File: src/rtl/jk_fault_pkg.sv
package jk_fault_pkg;
  typedef enum logic {
    FM_HEALTHY  = 1'b0,
    FM_INVERTED = 1'b1
  } fault_mode_t;

  typedef enum logic [1:0] {
    JK_HOLD   = 2'b00,
    JK_CLEAR  = 2'b01,
    JK_SET    = 2'b10,
    JK_TOGGLE = 2'b11
  } jk_op_t;
endpackage

File: src/rtl/jk_fault_stage.sv
module jk_fault_stage
  import jk_fault_pkg::*;
(
  input  logic clk,
  input  logic rst,
  input  logic nom,
  input  logic req,
  output logic failed,
  output logic bit_out
);
  fault_mode_t mode_q;

  always_ff @(posedge clk) begin
    if (rst)                      mode_q <= FM_HEALTHY;
    else if (req)                 mode_q <= FM_INVERTED;
  end

  assign failed  = (mode_q == FM_INVERTED);
  assign bit_out = failed ? ~nom : nom;


  req_arms_chk: assert property (@(posedge clk) disable iff (rst)
    req |=> failed);


  sticky_fault_chk: assert property (@(posedge clk) disable iff (rst)
    failed |=> failed);
endmodule

File: src/rtl/jk_flop.sv
module jk_flop
  import jk_fault_pkg::*;
(
  input  logic clk,
  input  logic rst,
  input  logic j,
  input  logic k,
  output logic q,
  output logic qn
);
  jk_op_t op;
  logic   q_r;

  always_comb op = jk_op_t'({j, k});

  always_ff @(posedge clk) begin
    if (rst) q_r <= 1'b0;
    else begin
      unique case (op)
        JK_HOLD:   q_r <= q_r;
        JK_CLEAR:  q_r <= 1'b0;
        JK_SET:    q_r <= 1'b1;
        JK_TOGGLE: q_r <= ~q_r;
      endcase
    end
  end

  assign q  = q_r;
  assign qn = ~q_r;


  jk_toggle_chk: assert property (@(posedge clk) disable iff (rst)
    (j && k) |=> (q != $past(q)));


  jk_set_chk: assert property (@(posedge clk) disable iff (rst)
    (j && !k) |=> q);


  jk_clear_chk: assert property (@(posedge clk) disable iff (rst)
    (!j && k) |=> !q);


  jk_hold_chk: assert property (@(posedge clk) disable iff (rst)
    (!j && !k) |=> $stable(q));
endmodule

File: src/rtl/jk_fault_pair.sv
module jk_fault_pair
  import jk_fault_pkg::*;
#(
  parameter int NUM_BITS = 3,
  localparam int NUM_FF  = NUM_BITS - 1
) (
  input  logic                clk,
  input  logic                rst,
  input  logic [NUM_BITS-1:0] nom_in,
  input  logic [NUM_BITS-1:0] fail_req,
  output logic [NUM_BITS-1:0] fault_flag,
  output logic [NUM_FF-1:0]   ff_q,
  output logic [NUM_FF-1:0]   ff_qn,
  output logic                fault_out
);
  logic [NUM_BITS-1:0] eff_bit;

  for (genvar b = 0; b < NUM_BITS; b++) begin : g_stage
    jk_fault_stage u_stage (
      .clk     (clk),
      .rst     (rst),
      .nom     (nom_in[b]),
      .req     (fail_req[b]),
      .failed  (fault_flag[b]),
      .bit_out (eff_bit[b])
    );
  end

  for (genvar f = 0; f < NUM_FF; f++) begin : g_flop
    jk_flop u_flop (
      .clk (clk),
      .rst (rst),
      .j   (eff_bit[f]),
      .k   (eff_bit[f+1]),
      .q   (ff_q[f]),
      .qn  (ff_qn[f])
    );
  end

  assign fault_out = |ff_q;


  reset_clears_chk: assert property (@(posedge clk)
    $past(rst) |-> (fault_flag == '0 && ff_q == '0 && !fault_out));


  qn_compl_chk: assert property (@(posedge clk) disable iff (rst)
    (ff_qn ^ ff_q) == {NUM_FF{1'b1}});
endmodule

File: config.mk
export PLATFORM = sky130hd
export DESIGN_NAME = jk_fault_pair
export DESIGN_NICKNAME = d
export VERILOG_FILES = /design/src/rtl/jk_fault_pkg.sv /design/src/rtl/jk_fault_stage.sv /design/src/rtl/jk_flop.sv /design/src/rtl/jk_fault_pair.sv
export SDC_FILE = /design/constraint.sdc
export NUM_CORES = 1
export LEC_CHECK = 0
export ABC_AREA = 1
export BUFFER_PORTS_ARGS = -buffer_cell sky130_fd_sc_hd__buf_2
export CELL_PAD_IN_SITES_DETAIL_PLACEMENT = 0
export CELL_PAD_IN_SITES_GLOBAL_PLACEMENT = 2
export CORE_MARGIN = 3
export CORE_UTILIZATION = 20
export CTS_BUF_LIST = sky130_fd_sc_hd__clkbuf_8
export CTS_CLUSTER_SIZE = 16
export DETAILED_ROUTE_END_ITERATION = 12
export PLACE_DENSITY_LB_ADDON = 0.1
export SLEW_MARGIN = 25
export SYNTH_ARGS = -nofsm -noshare
export SYNTH_HDL_FRONTEND = slang
export SYNTH_SLANG_ARGS = --single-unit
File: constraint.sdc
create_clock -name clk -period 1.1 [get_ports clk]
set_clock_uncertainty 0.1 [all_clocks]
set_input_delay 0.11 -clock clk [delete_from_list [all_inputs] [get_ports clk]]
set_output_delay 0.11 -clock clk [all_outputs]
set_load 0.01 [all_outputs]
==> results of run 1 <==
## area by class of cell
type / count / area (um^2) / area share, %
clock buffers: 3 / 41.3 / 10.5
inverters: 7 / 26.3 / 6.67
repair buffers: 19 / 115 / 29.2
multi-input cells: 22 / 88.8 / 22.5
well taps: 14 / 17.5 / 4.44
clock inverters: 1 / 3.75 / 0.952
flip-flops and latches: 5 / 101 / 25.7
## layout by cell type (no fill, tap or decap)
cell	synthesis	layout
a21oi_1	1	1
buf_2	0	15
clkbuf_8	0	3
dfxtp_1	5	4
dfxtp_2	0	1
dlygate4sd3_1	0	4
inv_1	6	7
inv_2	1	1
nand2_1	8	8
nand2_2	1	1
nand3_1	1	1
nor2_1	10	10
o21ai_0	1	1
## tightest hold or removal path: stages
cell     delay, ns
buf_2         0.09
nor2_1        0.03
o21ai_0       0.15
nor2_1        0.04
## path summary, 6_finish.rpt
check                                          startpoint                   endpoint  slack, ns  depth (start not counted)
worst min-delay path                            nom_in[2]         g_flop[1].u_flop.q       0.13                          4
worst max-delay path                   g_flop[1].u_flop.q                  fault_out       0.10                          3
worst min register to register  g_stage[2].u_stage.failed  g_stage[2].u_stage.failed       0.41                          2
worst max register to register  g_stage[1].u_stage.failed         g_flop[0].u_flop.q       0.24                          5
## synth_stat cells
cell     instances
a21oi_1          1
buf_4            7
dfxtp_1          5
inv_1            6
inv_2            1
nand2_1          8
nand2_2          1
nand3_1          1
nor2_1          10
o21ai_0          1
## power by group through the flow
stage / combinational, mW / clock [mW] / sequential, mW
5_1_grt: 0.126 / 0.366 / 0.215
3_3_place_gp: 0.101 / 0 / 0.213
6_report: 0.110 / 0.336 / 0.212
2_1_floorplan: 0.0852 / 0 / 0.212
3_5_place_dp: 0.101 / 0 / 0.214
4_1_cts: 0.112 / 0.350 / 0.211
## routing by layer
metal	track usage, %	part of all wire (%)	vias to the layer above
met2	10.9	48	10
met5	0	0	-
met1	7.40	37	112
li1	-	-	144
met4	7.45	1.4	0
met3	6.44	13	2
## cell families (layout without fill, tap and decap cells)
group,after synthesis,count (layout)
flops,5,5
simple gates,20,20
compound gates,2,2
buf+inv,14,30
## what timing repair did
item / CTS / global route
hold buffers: 4 / 0
hold endpoints to repair: 3 / 0
endpoints found under the setup margin: 0 / 1
gates resized for setup: 0 / 1
## registers in the layout (all words and copies together), names as in the netlist
register and flops:
g_stage.u_stage.failed 3, g_flop.u_flop.q 2
==> impl_results.html, run 1 <==
<table>
<tr><th>Metric</th><th>Value</th></tr>
<tr><th colspan="2">Outcome</th></tr>
<tr><td>Run status</td><td>complete, no violations</td></tr>
<tr><th colspan="2">Power and ir drop</th></tr>
<tr><td>Worst IR drop on VDD</td><td>0.508 mV</td></tr>
<tr><td>Net switching power of the design</td><td>0.165 mW</td></tr>
<tr><td>Internal portion of total power</td><td>0.493 mW</td></tr>
<tr><td>Switching fraction of total power</td><td>25.0%</td></tr>
<tr><td>Power per Cell Area</td><td>1670 nW/um^2</td></tr>
<tr><td>Clock power share</td><td>51.1%</td></tr>
<tr><td>Combinational cell fraction of total power</td><td>16.7%</td></tr>
<tr><td>Tot Pwr</td><td>0.658 mW</td></tr>
<tr><td>Sequential share of power</td><td>approximately a third</td></tr>
<tr><td>Static leakage</td><td>0.226 nW</td></tr>
<tr><th colspan="2">Layout</th></tr>
<tr><td>Count of inserted antenna diode cells</td><td>0</td></tr>
<tr><td>Number of non-filler instances in the completed layout</td><td>71</td></tr>
<tr><td>Utilization of the core after routing</td><td>33.2%</td></tr>
<tr><td>NumNets Final</td><td>66</td></tr>
<tr><td>Area growth syn-to-layout</td><td>47.2%</td></tr>
<tr><td>Share of post-route cells with drive strength above 1</td><td>a little under two fifths</td></tr>
<tr><td>Final design instance area without fill</td><td>a little under 400 um^2</td></tr>
<tr><td>Layout filler cell count</td><td>143</td></tr>
<tr><th colspan="2">Route</th></tr>
<tr><td>Total iterations of the first detailed-routing run</td><td>4</td></tr>
<tr><td>Total length of routed wires</td><td>555 um</td></tr>
<tr><td>Iteration-0 DRC Markers</td><td>5</td></tr>
<tr><td>Detailed-route via count</td><td>between 200 and 300</td></tr>
<tr><td>Vias per cell</td><td>3.77</td></tr>
<tr><td>Wire length per cell</td><td>7.82 um</td></tr>
<tr><td>DRC</td><td>0</td></tr>
<tr><td>Antenna Nets Post-Route</td><td>0</td></tr>
<tr><th colspan="2">Critical path</th></tr>
<tr><td>Kind of critical path</td><td>reg -&gt; out</td></tr>
<tr><td>Startpoint Class</td><td>flop</td></tr>
<tr><td>Max stage delay on crit path</td><td>about 0.34 ns</td></tr>
<tr><td>Maximum fanout encountered on the critical timing path</td><td>4</td></tr>
<tr><td>Cells traversed along the worst timing path</td><td>inv_1, nand2_1, buf_2</td></tr>
<tr><td>Worst setup EP type</td><td>output pin</td></tr>
<tr><td>Family with the most delay on the worst path</td><td>flip-flops</td></tr>
<tr><td>Data arrival time of the critical path</td><td>0.79 ns</td></tr>
<tr><td>Cell with the largest stage delay on the worst path</td><td>dfxtp_2</td></tr>
<tr><td>Data required, critical path</td><td>0.89 ns</td></tr>
<tr><td>Number of buffers and inverters on the critical path</td><td>2</td></tr>
<tr><th colspan="2">Synth</th></tr>
<tr><td>Largest area contributor in the synthesized netlist</td><td>dfxtp_1</td></tr>
<tr><td>Post-synth cell types</td><td>10</td></tr>
<tr><td>Register bit total from synthesis</td><td>5</td></tr>
<tr><td>Area fraction in compound gates after synthesis</td><td>under 10%</td></tr>
<tr><td>Post-synthesis average cell area</td><td>6.53 um^2</td></tr>
<tr><td>Post-Synthesis Net Count</td><td>49</td></tr>
<tr><td>Post-synthesis share of cell area spent on xor and xnor gates</td><td>0%</td></tr>
<tr><td>Share of the synthesized area in the top cell type</td><td>37.4%</td></tr>
<tr><td>Combined area of all synthesized cells</td><td>268 um^2</td></tr>
<tr><td>Gate count after technology mapping</td><td>~40</td></tr>
<tr><td>Biggest area contributors in the synthesized netlist</td><td>dfxtp_1, buf_4, nor2_1</td></tr>
<tr><td>Simple-gate area share of the yosys netlist</td><td>a little under 30%</td></tr>
<tr><td>Multiplexer area fraction after synthesis</td><td>0%</td></tr>
<tr><td>Total number of yosys warnings</td><td>0</td></tr>
<tr><td>Dominant combinational cell family by area after synthesis</td><td>buffers and inverters</td></tr>
<tr><td>Part of the Yosys area used for sequential elements</td><td>a little under two fifths</td></tr>
<tr><td>Adder and majority gate portion of the synthesized area</td><td>0%</td></tr>
<tr><th colspan="2">Place</th></tr>
<tr><td>Instance count after placement with tap cells included</td><td>63</td></tr>
<tr><td>Placed instance area</td><td>~310 um^2</td></tr>
<tr><td>Final weighted congestion of routability-driven global placement</td><td>0.663</td></tr>
<tr><td>I/O Buffers</td><td>15</td></tr>
<tr><td>DPL Wire Length</td><td>449 um</td></tr>
<tr><td>Worst slack, placed</td><td>0.230 ns</td></tr>
<tr><th colspan="2">STA</th></tr>
<tr><td>Tightest Pin Transition</td><td>0.141 ns</td></tr>
<tr><td>RSZ-0062 raised after global routing</td><td>false</td></tr>
<tr><td>Post-layout min period</td><td>1.00 ns</td></tr>
<tr><td>Worst Setup Slack, final</td><td>0.100 ns</td></tr>
<tr><td>Slew Limit Fails</td><td>0</td></tr>
<tr><td>Slew HR</td><td>90.5%</td></tr>
<tr><td>Final count of hold timing violations</td><td>0</td></tr>
<tr><td>Tcrit/Tclk final</td><td>around nine tenths</td></tr>
<tr><td>Worst hold slack across all endpoints</td><td>0.132 ns</td></tr>
<tr><td>Final setup fails</td><td>0</td></tr>
<tr><td>Setup TNS Final</td><td>0 ns</td></tr>
<tr><td>Highest clock frequency the design can meet</td><td>1000 MHz</td></tr>
<tr><th colspan="2">Clock network</th></tr>
<tr><td>Clock-pin slew of the registers on the worst-case setup and hold paths</td><td>0.04 ns</td></tr>
<tr><td>H-tree levels</td><td>1</td></tr>
<tr><td>Buffer type at the clock tree root</td><td>clkbuf_8</td></tr>
<tr><td>Clock tree from TritonCTS</td><td>yes</td></tr>
<tr><td>Clock network latency to the later pin of the worst-skew pair</td><td>roughly 0.22 ns</td></tr>
<tr><td>Cts bufs inserted</td><td>3</td></tr>
<tr><td>Clk sink count</td><td>5</td></tr>
<tr><td>Buffer depth of the longest clock path</td><td>2</td></tr>
<tr><td>Post-CTS setup-driven buffer insertion count</td><td>0</td></tr>
<tr><th colspan="2">Die</th></tr>
<tr><td>Overall die height</td><td>between 40 and 50 um</td></tr>
<tr><td>Total die area</td><td>1810 um^2</td></tr>
<tr><td>Core outline area</td><td>1190 um^2</td></tr>
<tr><td>Horizontal die dimension</td><td>roughly 43 um</td></tr>
<tr><td>Initial core utilization</td><td>22.6%</td></tr>
<tr><td>I/O pin total</td><td>16</td></tr>
<tr><td>Number of rows created at floorplan</td><td>12</td></tr>
<tr><th colspan="2">Min path</th></tr>
<tr><td>Class of the most critical hold timing path</td><td>in -&gt; reg</td></tr>
<tr><th colspan="2">GRT</th></tr>
<tr><td>Largest net degree at the start of global routing</td><td>5</td></tr>
<tr><td>Total global routing overflow</td><td>0</td></tr>
<tr><td>Via count of the first global-routing pass</td><td>239</td></tr>
<tr><td>Global-route wire length before repair</td><td>around 1 mm</td></tr>
<tr><td>Antenna violations before repair</td><td>0</td></tr>
<tr><td>Global-route usage over all layers</td><td>8.03%</td></tr>
<tr><th colspan="2">Flow run</th></tr>
<tr><td>Max-cap violations</td><td>0</td></tr>
</table>
(Power assumes the default switching activity.)
==> run 2: changes to the inputs <==
--- a/config.mk
+++ b/config.mk
@@ -5,15 +5,14 @@
 export SDC_FILE = /design/constraint.sdc
 export NUM_CORES = 1
 export LEC_CHECK = 0
-export ABC_AREA = 1
 export BUFFER_PORTS_ARGS = -buffer_cell sky130_fd_sc_hd__buf_2
 export CELL_PAD_IN_SITES_DETAIL_PLACEMENT = 0
 export CELL_PAD_IN_SITES_GLOBAL_PLACEMENT = 2
-export CORE_MARGIN = 3
-export CORE_UTILIZATION = 20
+export CORE_AREA = 3 3 40 42
 export CTS_BUF_LIST = sky130_fd_sc_hd__clkbuf_8
 export CTS_CLUSTER_SIZE = 16
 export DETAILED_ROUTE_END_ITERATION = 12
+export DIE_AREA = 0 0 43 45
 export PLACE_DENSITY_LB_ADDON = 0.1
 export SLEW_MARGIN = 25
 export SYNTH_ARGS = -nofsm -noshare
==> run 2 against run 1 <==
Against the previous run: core utilization is 5.5 points lower; flip-flop and latch count stayed put; global-route usage is 1.9 points lower; cell count is 17% lower; sequential share of layout area is 2.4 points higher; first-iteration DRC count is 100% lower; sequential power is 2% higher; via count is 22% lower; register-to-register slack worse by 0.03 ns.
==> impl_results.html, run 2 <==
<table>
<tr><th>Metric</th><th>Value</th></tr>
<tr><th colspan="2">Outcome</th></tr>
<tr><td>Run status</td><td>complete, no violations (unchanged)</td></tr>
<tr><th colspan="2">Place</th></tr>
<tr><td>Placed instance area</td><td>292 um^2 (was 308 um^2)</td></tr>
<tr><td>Instance count after placement with tap cells included</td><td>53 (was 63)</td></tr>
<tr><td>I/O Buffers</td><td>15 (unchanged)</td></tr>
<tr><td>Final weighted congestion of routability-driven global placement</td><td>0.551 (was 0.663)</td></tr>
<tr><th colspan="2">Layout</th></tr>
<tr><td>Max reg flops</td><td>3 (unchanged)</td></tr>
<tr><td>Commonest non-fill, non-tap cells in the layout</td><td>buf_2, nor2_1, dfxtp_1, inv_1, clkbuf_8 (was buf_2, nor2_1, nand2_1, inv_1)</td></tr>
<tr><td>Commonest non-fill, non-tap cell in the layout</td><td>buf_2 (unchanged)</td></tr>
<tr><td>Number of non-filler instances in the completed layout</td><td>59 (was 71)</td></tr>
<tr><td>Area growth syn-to-layout</td><td>42.5% (was 47.2%)</td></tr>
<tr><td>NumNets Final</td><td>53 (was 66)</td></tr>
<tr><td>Final design instance area without fill</td><td>357 um^2 (was 394 um^2)</td></tr>
<tr><td>Count of inserted antenna diode cells</td><td>0 (unchanged)</td></tr>
<tr><td>Share of post-route cells with drive strength above 1</td><td>40.9% (was 36.8%)</td></tr>
<tr><th colspan="2">Synth</th></tr>
<tr><td>Adder and majority gate portion of the synthesized area</td><td>0% (unchanged)</td></tr>
<tr><td>Area fraction in compound gates after synthesis</td><td>6.00% (was 3.74%)</td></tr>
<tr><td>Simple-gate area share of the yosys netlist</td><td>19.5% (was 29.4%)</td></tr>
<tr><td>Prevailing post-synth register cell</td><td>dfxtp_1 (unchanged)</td></tr>
<tr><td>Post-synthesis average cell area</td><td>8.34 um^2 (was 6.53 um^2)</td></tr>
<tr><td>Post-Synthesis Net Count</td><td>38 (was 49)</td></tr>
<tr><td>Async SR Flop Fraction</td><td>0% (unchanged)</td></tr>
<tr><td>Multiplexer area fraction after synthesis</td><td>0% (unchanged)</td></tr>
<tr><td>Largest area contributor in the synthesized netlist</td><td>dfxtp_1 (unchanged)</td></tr>
<tr><td>Gate count after technology mapping</td><td>30 (was 41)</td></tr>
<tr><td>Total number of yosys warnings</td><td>0 (unchanged)</td></tr>
<tr><td>Biggest area contributors in the synthesized netlist</td><td>dfxtp_1, buf_4, nor2_1 (unchanged)</td></tr>
<tr><td>Post-synth cell types</td><td>12 (was 10)</td></tr>
<tr><td>List of most frequent post-synthesis cells</td><td>buf_4, nor2_1, dfxtp_1, inv_1, xor2_1 (was nor2_1, nand2_1, buf_4, inv_1, dfxtp_1)</td></tr>
<tr><td>Register bit total from synthesis</td><td>5 (unchanged)</td></tr>
<tr><td>Combined area of all synthesized cells</td><td>250 um^2 (was 268 um^2)</td></tr>
<tr><td>Number of synthesized flops with an enable pin</td><td>0 (unchanged)</td></tr>
<tr><td>Dominant combinational cell family by area after synthesis</td><td>buffers and inverters (unchanged)</td></tr>
<tr><td>Post-synthesis share of cell area spent on xor and xnor gates</td><td>10.5% (was 0%)</td></tr>
<tr><td>Part of the Yosys area used for sequential elements</td><td>40.0% (was 37.4%)</td></tr>
<tr><td>Share of the synthesized area in the top cell type</td><td>40.0% (was 37.4%)</td></tr>
<tr><th colspan="2">STA</th></tr>
<tr><td>RSZ-0062 raised after global routing</td><td>false (unchanged)</td></tr>
<tr><td>Setup TNS Final</td><td>0 ns (unchanged)</td></tr>
<tr><td>Final setup fails</td><td>0 (unchanged)</td></tr>
<tr><td>Post-layout min period</td><td>1.01 ns (was 1.00 ns)</td></tr>
<tr><td>Final count of hold timing violations</td><td>0 (unchanged)</td></tr>
<tr><td>Slew HR</td><td>86.2% (was 90.5%)</td></tr>
<tr><td>Tcrit/Tclk final</td><td>91.6% (was 90.9%)</td></tr>
<tr><td>Highest clock frequency the design can meet</td><td>992 MHz (was 1000 MHz)</td></tr>
<tr><td>Slew Limit Fails</td><td>0 (unchanged)</td></tr>
<tr><td>Tightest Pin Transition</td><td>0.205 ns (was 0.141 ns)</td></tr>
<tr><th colspan="2">Critical path</th></tr>
<tr><td>Beginning of the worst register-to-register path</td><td>g_stage[0].u_stage.failed (was g_stage[1].u_stage.failed)</td></tr>
<tr><td>Max stage delay on crit path</td><td>0.35 ns (was 0.34 ns)</td></tr>
<tr><td>Maximum fanout encountered on the critical timing path</td><td>4 (unchanged)</td></tr>
<tr><td>Cells traversed along the worst timing path</td><td>inv_1, nand2_1, buf_2 (unchanged)</td></tr>
<tr><td>Worst Setup SP</td><td>g_flop[1].u_flop.q (unchanged)</td></tr>
<tr><td>Data arrival time of the critical path</td><td>0.80 ns (was 0.79 ns)</td></tr>
<tr><td>Data required, critical path</td><td>0.89 ns (about the same)</td></tr>
<tr><td>Kind of critical path</td><td>reg -&gt; out (unchanged)</td></tr>
<tr><td>Cell with the largest stage delay on the worst path</td><td>dfxtp_1 (was dfxtp_2)</td></tr>
<tr><td>Startpoint Class</td><td>flop (unchanged)</td></tr>
<tr><td>Worst setup EP type</td><td>output pin (unchanged)</td></tr>
<tr><th colspan="2">Route</th></tr>
<tr><td>Vias per cell</td><td>3.53 (was 3.77)</td></tr>
<tr><td>Antenna Nets Post-Route</td><td>0 (unchanged)</td></tr>
<tr><td>Detailed-route via count</td><td>208 (was 268)</td></tr>
<tr><td>Iteration-0 DRC Markers</td><td>0 (was 5)</td></tr>
<tr><td>Total iterations of the first detailed-routing run</td><td>1 (was 4)</td></tr>
<tr><td>DRC</td><td>0 (unchanged)</td></tr>
<tr><td>Total length of routed wires</td><td>485 um (was 555 um)</td></tr>
<tr><td>Wire length per cell</td><td>8.22 um (was 7.82 um)</td></tr>
<tr><th colspan="2">Clock network</th></tr>
<tr><td>Buffer type at the clock tree root</td><td>clkbuf_8 (unchanged)</td></tr>
<tr><td>Cts bufs inserted</td><td>3 (unchanged)</td></tr>
<tr><td>Buffer depth of the longest clock path</td><td>2 (unchanged)</td></tr>
<tr><td>Post-CTS setup-driven buffer insertion count</td><td>0 (unchanged)</td></tr>
<tr><td>H-tree levels</td><td>1 (unchanged)</td></tr>
<tr><td>Clk sink count</td><td>5 (unchanged)</td></tr>
<tr><td>Clock-pin slew of the registers on the worst-case setup and hold paths</td><td>0.04 ns (about the same)</td></tr>
<tr><td>Clock tree from TritonCTS</td><td>yes (unchanged)</td></tr>
<tr><td>Clock network latency to the later pin of the worst-skew pair</td><td>0.22 ns (about the same)</td></tr>
<tr><th colspan="2">GRT</th></tr>
<tr><td>Antenna violations before repair</td><td>0 (unchanged)</td></tr>
<tr><td>Largest net degree at the start of global routing</td><td>8 (was 5)</td></tr>
<tr><td>Global-route usage over all layers</td><td>6.10% (was 8.03%)</td></tr>
<tr><td>Via count of the first global-routing pass</td><td>202 (was 239)</td></tr>
<tr><td>Total global routing overflow</td><td>0 (unchanged)</td></tr>
<tr><td>Global-route wire length before repair</td><td>800 um (was 1.00 mm)</td></tr>
<tr><th colspan="2">Die</th></tr>
<tr><td>Horizontal die dimension</td><td>43 um (was 42.6 um)</td></tr>
<tr><td>Overall die height</td><td>45 um (was 42.6 um)</td></tr>
<tr><td>Total die area</td><td>1940 um^2 (was 1810 um^2)</td></tr>
<tr><td>I/O pin total</td><td>16 (unchanged)</td></tr>
<tr><td>Number of rows created at floorplan</td><td>13 (was 12)</td></tr>
<tr><td>Core outline area</td><td>1280 um^2 (was 1190 um^2)</td></tr>
<tr><td>Initial core utilization</td><td>19.5% (was 22.6%)</td></tr>
<tr><th colspan="2">Power and ir drop</th></tr>
<tr><td>Sequential share of power</td><td>32.9% (was 32.2%)</td></tr>
<tr><td>Static leakage</td><td>0.185 nW (was 0.226 nW)</td></tr>
<tr><td>Worst IR drop on VDD</td><td>0.959 mV (was 0.508 mV)</td></tr>
<tr><td>Power per Cell Area</td><td>1840 nW/um^2 (was 1670 nW/um^2)</td></tr>
<tr><td>Net switching power of the design</td><td>0.156 mW (was 0.165 mW)</td></tr>
<tr><td>Switching fraction of total power</td><td>23.8% (was 25.0%)</td></tr>
<tr><td>Combinational cell fraction of total power</td><td>17.7% (was 16.7%)</td></tr>
<tr><td>Clock power share</td><td>49.4% (was 51.1%)</td></tr>
<tr><td>Internal portion of total power</td><td>0.500 mW (was 0.493 mW)</td></tr>
<tr><th colspan="2">Min path</th></tr>
<tr><td>Class of the most critical hold timing path</td><td>in -&gt; reg (unchanged)</td></tr>
<tr><td>Min-delay src</td><td>fail_req[0] (was nom_in[2])</td></tr>
<tr><th colspan="2">Flow run</th></tr>
<tr><td>Max-cap violations</td><td>0 (unchanged)</td></tr>
</table>
==> run 2: power by group through the flow <==
stage | Combinational [mW] | Sequential [mW] | Clock (mW)
after floorplan | 0.0978 | 0.216 | 0
after global placement | 0.113 | 0.218 | 0
after detailed placement | 0.114 | 0.219 | 0
after CTS | 0.119 | 0.217 | 0.334
after global routing | 0.131 | 0.221 | 0.351
final | 0.116 | 0.216 | 0.324
==> run 2: metal layers <==
layer / global-route usage, % / vias to the layer above / wire length, um
met5: 0 / - / 0
met4: 1.81 / 0 / 0
met3: 6.77 / 0 / 88
met2: 8.08 / 14 / 206
met1: 6.33 / 82 / 190
li1: - / 112 / -
==> run 2: per-stage QoR <==
step / util (%) / total power [mW] / hold slack (ns) / setup WS (ns)
2_1_floorplan: - / 0.314 / 0.0824 / 0.238
4_1_cts: 27.8 / 0.670 / 0.00731 / 0.0732
6_report: 27.8 / 0.656 / 0.00600 / 0.0921
5_1_grt: 27.8 / 0.702 / 0.0353 / 0.0141
3_5_place_dp: 22.7 / 0.333 / 0.221 / 0.211
3_3_place_gp: 22.7 / 0.331 / 0.213 / 0.206
==> run 2: area by class of cell <==
class | count | area [um^2]
clock buffers | 3 | 41.3
clock inverters | 1 | 3.75
fillers | 141 | 928
inverters | 2 | 7.51
multi-input cells | 16 | 90.1
flip-flops and latches | 5 | 100
well taps | 15 | 18.8
repair buffers | 17 | 95.1
==> run 2: kinds of logic after synthesis <==
group	after synthesis
AO/OA/AOI/OAI	2
XOR/XNOR	3
flip-flops	5
buffers and inverters	9
AND/OR/NAND/NOR	11
==> run 2: worst max-delay path: cells and delay by family, from the launching register on <==
kind,cells,cell delay [ns]
and+or+nand+nor,1,0.06
DFF,1,0.35
buffers and inverters,2,0.18
==> run 2: path summary, 6_finish.rpt <==
| kind | end | cells after the start | slack (ns) |
|---|---|---|---|
| worst max-delay path | fault_out | 3 | 0.09 |
| worst min-delay path | g_stage[0].u_stage.failed | 3 | 0.006 |
| worst max register to register | g_flop[0].u_flop.q | 2 | 0.21 |
| worst min register to register | g_flop[1].u_flop.q | 2 | 0.40 |
==> run 2: repair_timing <==
action,in CTS,in global routing
hold buffers,2,0
gates resized for setup,0,0
hold endpoints to repair,2,0
==> run 3: changes to the inputs <==
--- a/config.mk
+++ b/config.mk
@@ -6,6 +6,7 @@
 export NUM_CORES = 1
 export LEC_CHECK = 0
 export BUFFER_PORTS_ARGS = -buffer_cell sky130_fd_sc_hd__buf_2
+export CAP_MARGIN = 30
 export CELL_PAD_IN_SITES_DETAIL_PLACEMENT = 0
 export CELL_PAD_IN_SITES_GLOBAL_PLACEMENT = 2
 export CORE_AREA = 3 3 40 42
@@ -14,6 +15,7 @@
 export DETAILED_ROUTE_END_ITERATION = 12
 export DIE_AREA = 0 0 43 45
 export PLACE_DENSITY_LB_ADDON = 0.1
+export REMOVE_ABC_BUFFERS = 1
 export SLEW_MARGIN = 25
 export SYNTH_ARGS = -nofsm -noshare
 export SYNTH_HDL_FRONTEND = slang
==> constraint.sdc (replaced) <==
create_clock -name clk -period 1.1 [get_ports clk]
set_clock_uncertainty 0.1 [all_clocks]
set_input_delay 0.11 -clock clk [delete_from_list [all_inputs] [get_ports clk]]
set_output_delay 0.11 -clock clk [all_outputs]
set_load 0.1 [all_outputs]
==> run 3 against run 2 <==
Against the previous run: wire length up 3.5%; via count up 6.7%; cell count up 3.4%; highest routed layer unchanged.
==> impl_results.html, run 3 (synthesis results as in run 2) <==
<table>
<tr><th>Metric</th><th>Value</th></tr>
<tr><th colspan="2">Flow run</th></tr>
<tr><td>Max-cap violations</td><td>0 (unchanged)</td></tr>
<tr><th colspan="2">Place</th></tr>
<tr><td>DPL Wire Length</td><td>413 um</td></tr>
<tr><td>I/O Buffers</td><td>15 (unchanged)</td></tr>
<tr><td>Placed instance area</td><td>412 um^2 (was 292 um^2)</td></tr>
<tr><td>Final weighted congestion of routability-driven global placement</td><td>0.639 (was 0.551)</td></tr>
<tr><th colspan="2">STA</th></tr>
<tr><td>Final count of hold timing violations</td><td>0 (unchanged)</td></tr>
<tr><td>Setup TNS Final</td><td>0 ns (unchanged)</td></tr>
<tr><td>Highest clock frequency the design can meet</td><td>934 MHz (was 992 MHz)</td></tr>
<tr><td>Worst hold slack across all endpoints</td><td>0.00263 ns (was 0.00600 ns)</td></tr>
<tr><td>Slew Limit Fails</td><td>0 (unchanged)</td></tr>
<tr><td>Slew HR</td><td>86.4% (was 86.2%)</td></tr>
<tr><td>Tcrit/Tclk final</td><td>97.4% (was 91.6%)</td></tr>
<tr><td>Final setup fails</td><td>0 (unchanged)</td></tr>
<tr><td>Post-layout min period</td><td>1.07 ns (was 1.01 ns)</td></tr>
<tr><td>Tightest Pin Transition</td><td>0.203 ns (was 0.205 ns)</td></tr>
<tr><th colspan="2">Critical path</th></tr>
<tr><td>Kind of critical path</td><td>reg -&gt; out (unchanged)</td></tr>
<tr><td>Startpoint Class</td><td>flop (unchanged)</td></tr>
<tr><td>Worst setup EP type</td><td>output pin (unchanged)</td></tr>
<tr><td>Maximum fanout encountered on the critical timing path</td><td>4 (unchanged)</td></tr>
<tr><td>Data arrival time of the critical path</td><td>0.86 ns (was 0.80 ns)</td></tr>
<tr><td>Data required, critical path</td><td>0.89 ns (about the same)</td></tr>
<tr><th colspan="2">Layout</th></tr>
<tr><td>Commonest non-fill, non-tap cells in the layout</td><td>buf_12, nor2_1, buf_2, clkbuf_8, dfxtp_1 (was buf_2, nor2_1, dfxtp_1, inv_1, clkbuf_8)</td></tr>
<tr><td>Area growth syn-to-layout</td><td>105% (was 42.5%)</td></tr>
<tr><td>Commonest non-fill, non-tap cell in the layout</td><td>buf_12 (was buf_2)</td></tr>
<tr><td>Max reg flops</td><td>3 (unchanged)</td></tr>
<tr><td>Final design instance area without fill</td><td>512 um^2 (was 357 um^2)</td></tr>
<tr><td>NumNets Final</td><td>55 (was 53)</td></tr>
<tr><td>Share of post-route cells with drive strength above 1</td><td>54.3% (was 40.9%)</td></tr>
<tr><td>Count of inserted antenna diode cells</td><td>0 (unchanged)</td></tr>
<tr><th colspan="2">GRT</th></tr>
<tr><td>Largest net degree at the start of global routing</td><td>8 (unchanged)</td></tr>
<tr><td>Global-route usage over all layers</td><td>6.66% (was 6.10%)</td></tr>
<tr><td>Total global routing overflow</td><td>0 (unchanged)</td></tr>
<tr><td>Global-route wire length before repair</td><td>903 um (was 800 um)</td></tr>
<tr><td>Antenna violations before repair</td><td>0 (unchanged)</td></tr>
<tr><td>Via count of the first global-routing pass</td><td>218 (was 202)</td></tr>
<tr><th colspan="2">Power and ir drop</th></tr>
<tr><td>Tot Pwr</td><td>1.08 mW (was 0.656 mW)</td></tr>
<tr><td>Worst IR drop on VDD</td><td>0.817 mV (was 0.959 mV)</td></tr>
<tr><td>Power per Cell Area</td><td>2100 nW/um^2 (was 1840 nW/um^2)</td></tr>
<tr><td>Static leakage</td><td>0.239 nW (was 0.185 nW)</td></tr>
<tr><th colspan="2">Die</th></tr>
<tr><td>Horizontal die dimension</td><td>43 um (unchanged)</td></tr>
<tr><td>Total die area</td><td>1940 um^2 (unchanged)</td></tr>
<tr><td>I/O pin total</td><td>16 (unchanged)</td></tr>
<tr><td>Core outline area</td><td>1280 um^2 (unchanged)</td></tr>
<tr><td>Overall die height</td><td>45 um (unchanged)</td></tr>
<tr><td>Number of rows created at floorplan</td><td>13 (unchanged)</td></tr>
<tr><td>Initial core utilization</td><td>19.5% (unchanged)</td></tr>
<tr><th colspan="2">Clock network</th></tr>
<tr><td>Buffer type at the clock tree root</td><td>clkbuf_8 (unchanged)</td></tr>
<tr><td>Clk sink count</td><td>5 (unchanged)</td></tr>
<tr><td>Cts bufs inserted</td><td>3 (unchanged)</td></tr>
<tr><td>Buffer depth of the longest clock path</td><td>2 (unchanged)</td></tr>
<tr><td>Clock tree from TritonCTS</td><td>yes (unchanged)</td></tr>
<tr><td>Clock network latency to the later pin of the worst-skew pair</td><td>0.22 ns (about the same)</td></tr>
<tr><td>H-tree levels</td><td>1 (unchanged)</td></tr>
<tr><td>Clock-pin slew of the registers on the worst-case setup and hold paths</td><td>0.04 ns (about the same)</td></tr>
<tr><th colspan="2">Route</th></tr>
<tr><td>Vias per cell</td><td>3.64 (was 3.53)</td></tr>
<tr><td>DRC</td><td>0 (unchanged)</td></tr>
<tr><td>Detailed-route via count</td><td>222 (was 208)</td></tr>
<tr><td>Total length of routed wires</td><td>502 um (was 485 um)</td></tr>
<tr><td>Wire length per cell</td><td>8.23 um (was 8.22 um)</td></tr>
<tr><td>Iteration-0 DRC Markers</td><td>0 (unchanged)</td></tr>
<tr><td>Total iterations of the first detailed-routing run</td><td>1 (unchanged)</td></tr>
<tr><td>Antenna Nets Post-Route</td><td>0 (unchanged)</td></tr>
<tr><th colspan="2">Min path</th></tr>
<tr><td>Class of the most critical hold timing path</td><td>in -&gt; reg (unchanged)</td></tr>
<tr><th colspan="2">Outcome</th></tr>
<tr><td>Run status</td><td>complete, no violations (unchanged)</td></tr>
</table>
-- run 3: cell types whose count changed in the layout (fill, tap and decap cells not counted), sizes merged --
cell / before / now
buf: 15 / 17
-- run 3: area by class of cell --
cell class	instances	area [um^2]
clock buffers	3	41.3
clock inverters	1	3.75
fillers	129	773
inverters	2	12.5
multi-input cells	16	97.6
flip-flops and latches	5	108
well taps	15	18.8
repair buffers	19	230
-- run 3: per-layer routing --
metal	routed length (um)	track usage, %
met3	64	4.78
met1	202	7.23
met2	235	8.68
met4	0	5.42
met5	0	0
-- run 3: power by group --
part	internal [mW]	leakage, nW	switching [mW]
registers	0.204	0.0430	0.0269
logic	0.191	0.169	0.324
clock network	0.239	0.0269	0.0912
total	0.634	0.239	0.442
-- run 3: per-stage QoR --
stage          util [%]  setup WS [ns]  cells
3_3_place_gp       32.0         0.0950     53
4_1_cts            39.0        0.00179     61
3_5_place_dp       32.0         0.0805     53
5_1_grt            39.8     -0.0000915     61
6_report           39.8         0.0290     61
2_1_floorplan         -          -1.66     23
-- run 3: final timing paths --
kind	from	end	slack (ns)	cells past startpoint
worst max register to register	g_flop[1].u_flop.q	g_flop[1].u_flop.q	0.11	3
worst min register to register	g_stage[1].u_stage.failed	g_stage[1].u_stage.failed	0.44	2
worst min-delay path	fail_req[0]	g_stage[0].u_stage.failed	0.003	3
worst max-delay path	g_flop[0].u_flop.q	fault_out	0.03	3
-- run 3: timing repair --
action,in CTS,in global routing
gates cloned,0,0
hold buffers,2,0
buffers inserted,2,0
setup endpoints to repair,3,1
pin swaps,0,0
gates resized for setup,7,3
endpoints found under the hold margin,2,0
-- run 3: worst max-delay path: stages, from the launching register on --
cell and delay (ns):
dfxtp_4 0.37, inv_4 0.05, nand2_4 0.05, buf_12 0.16
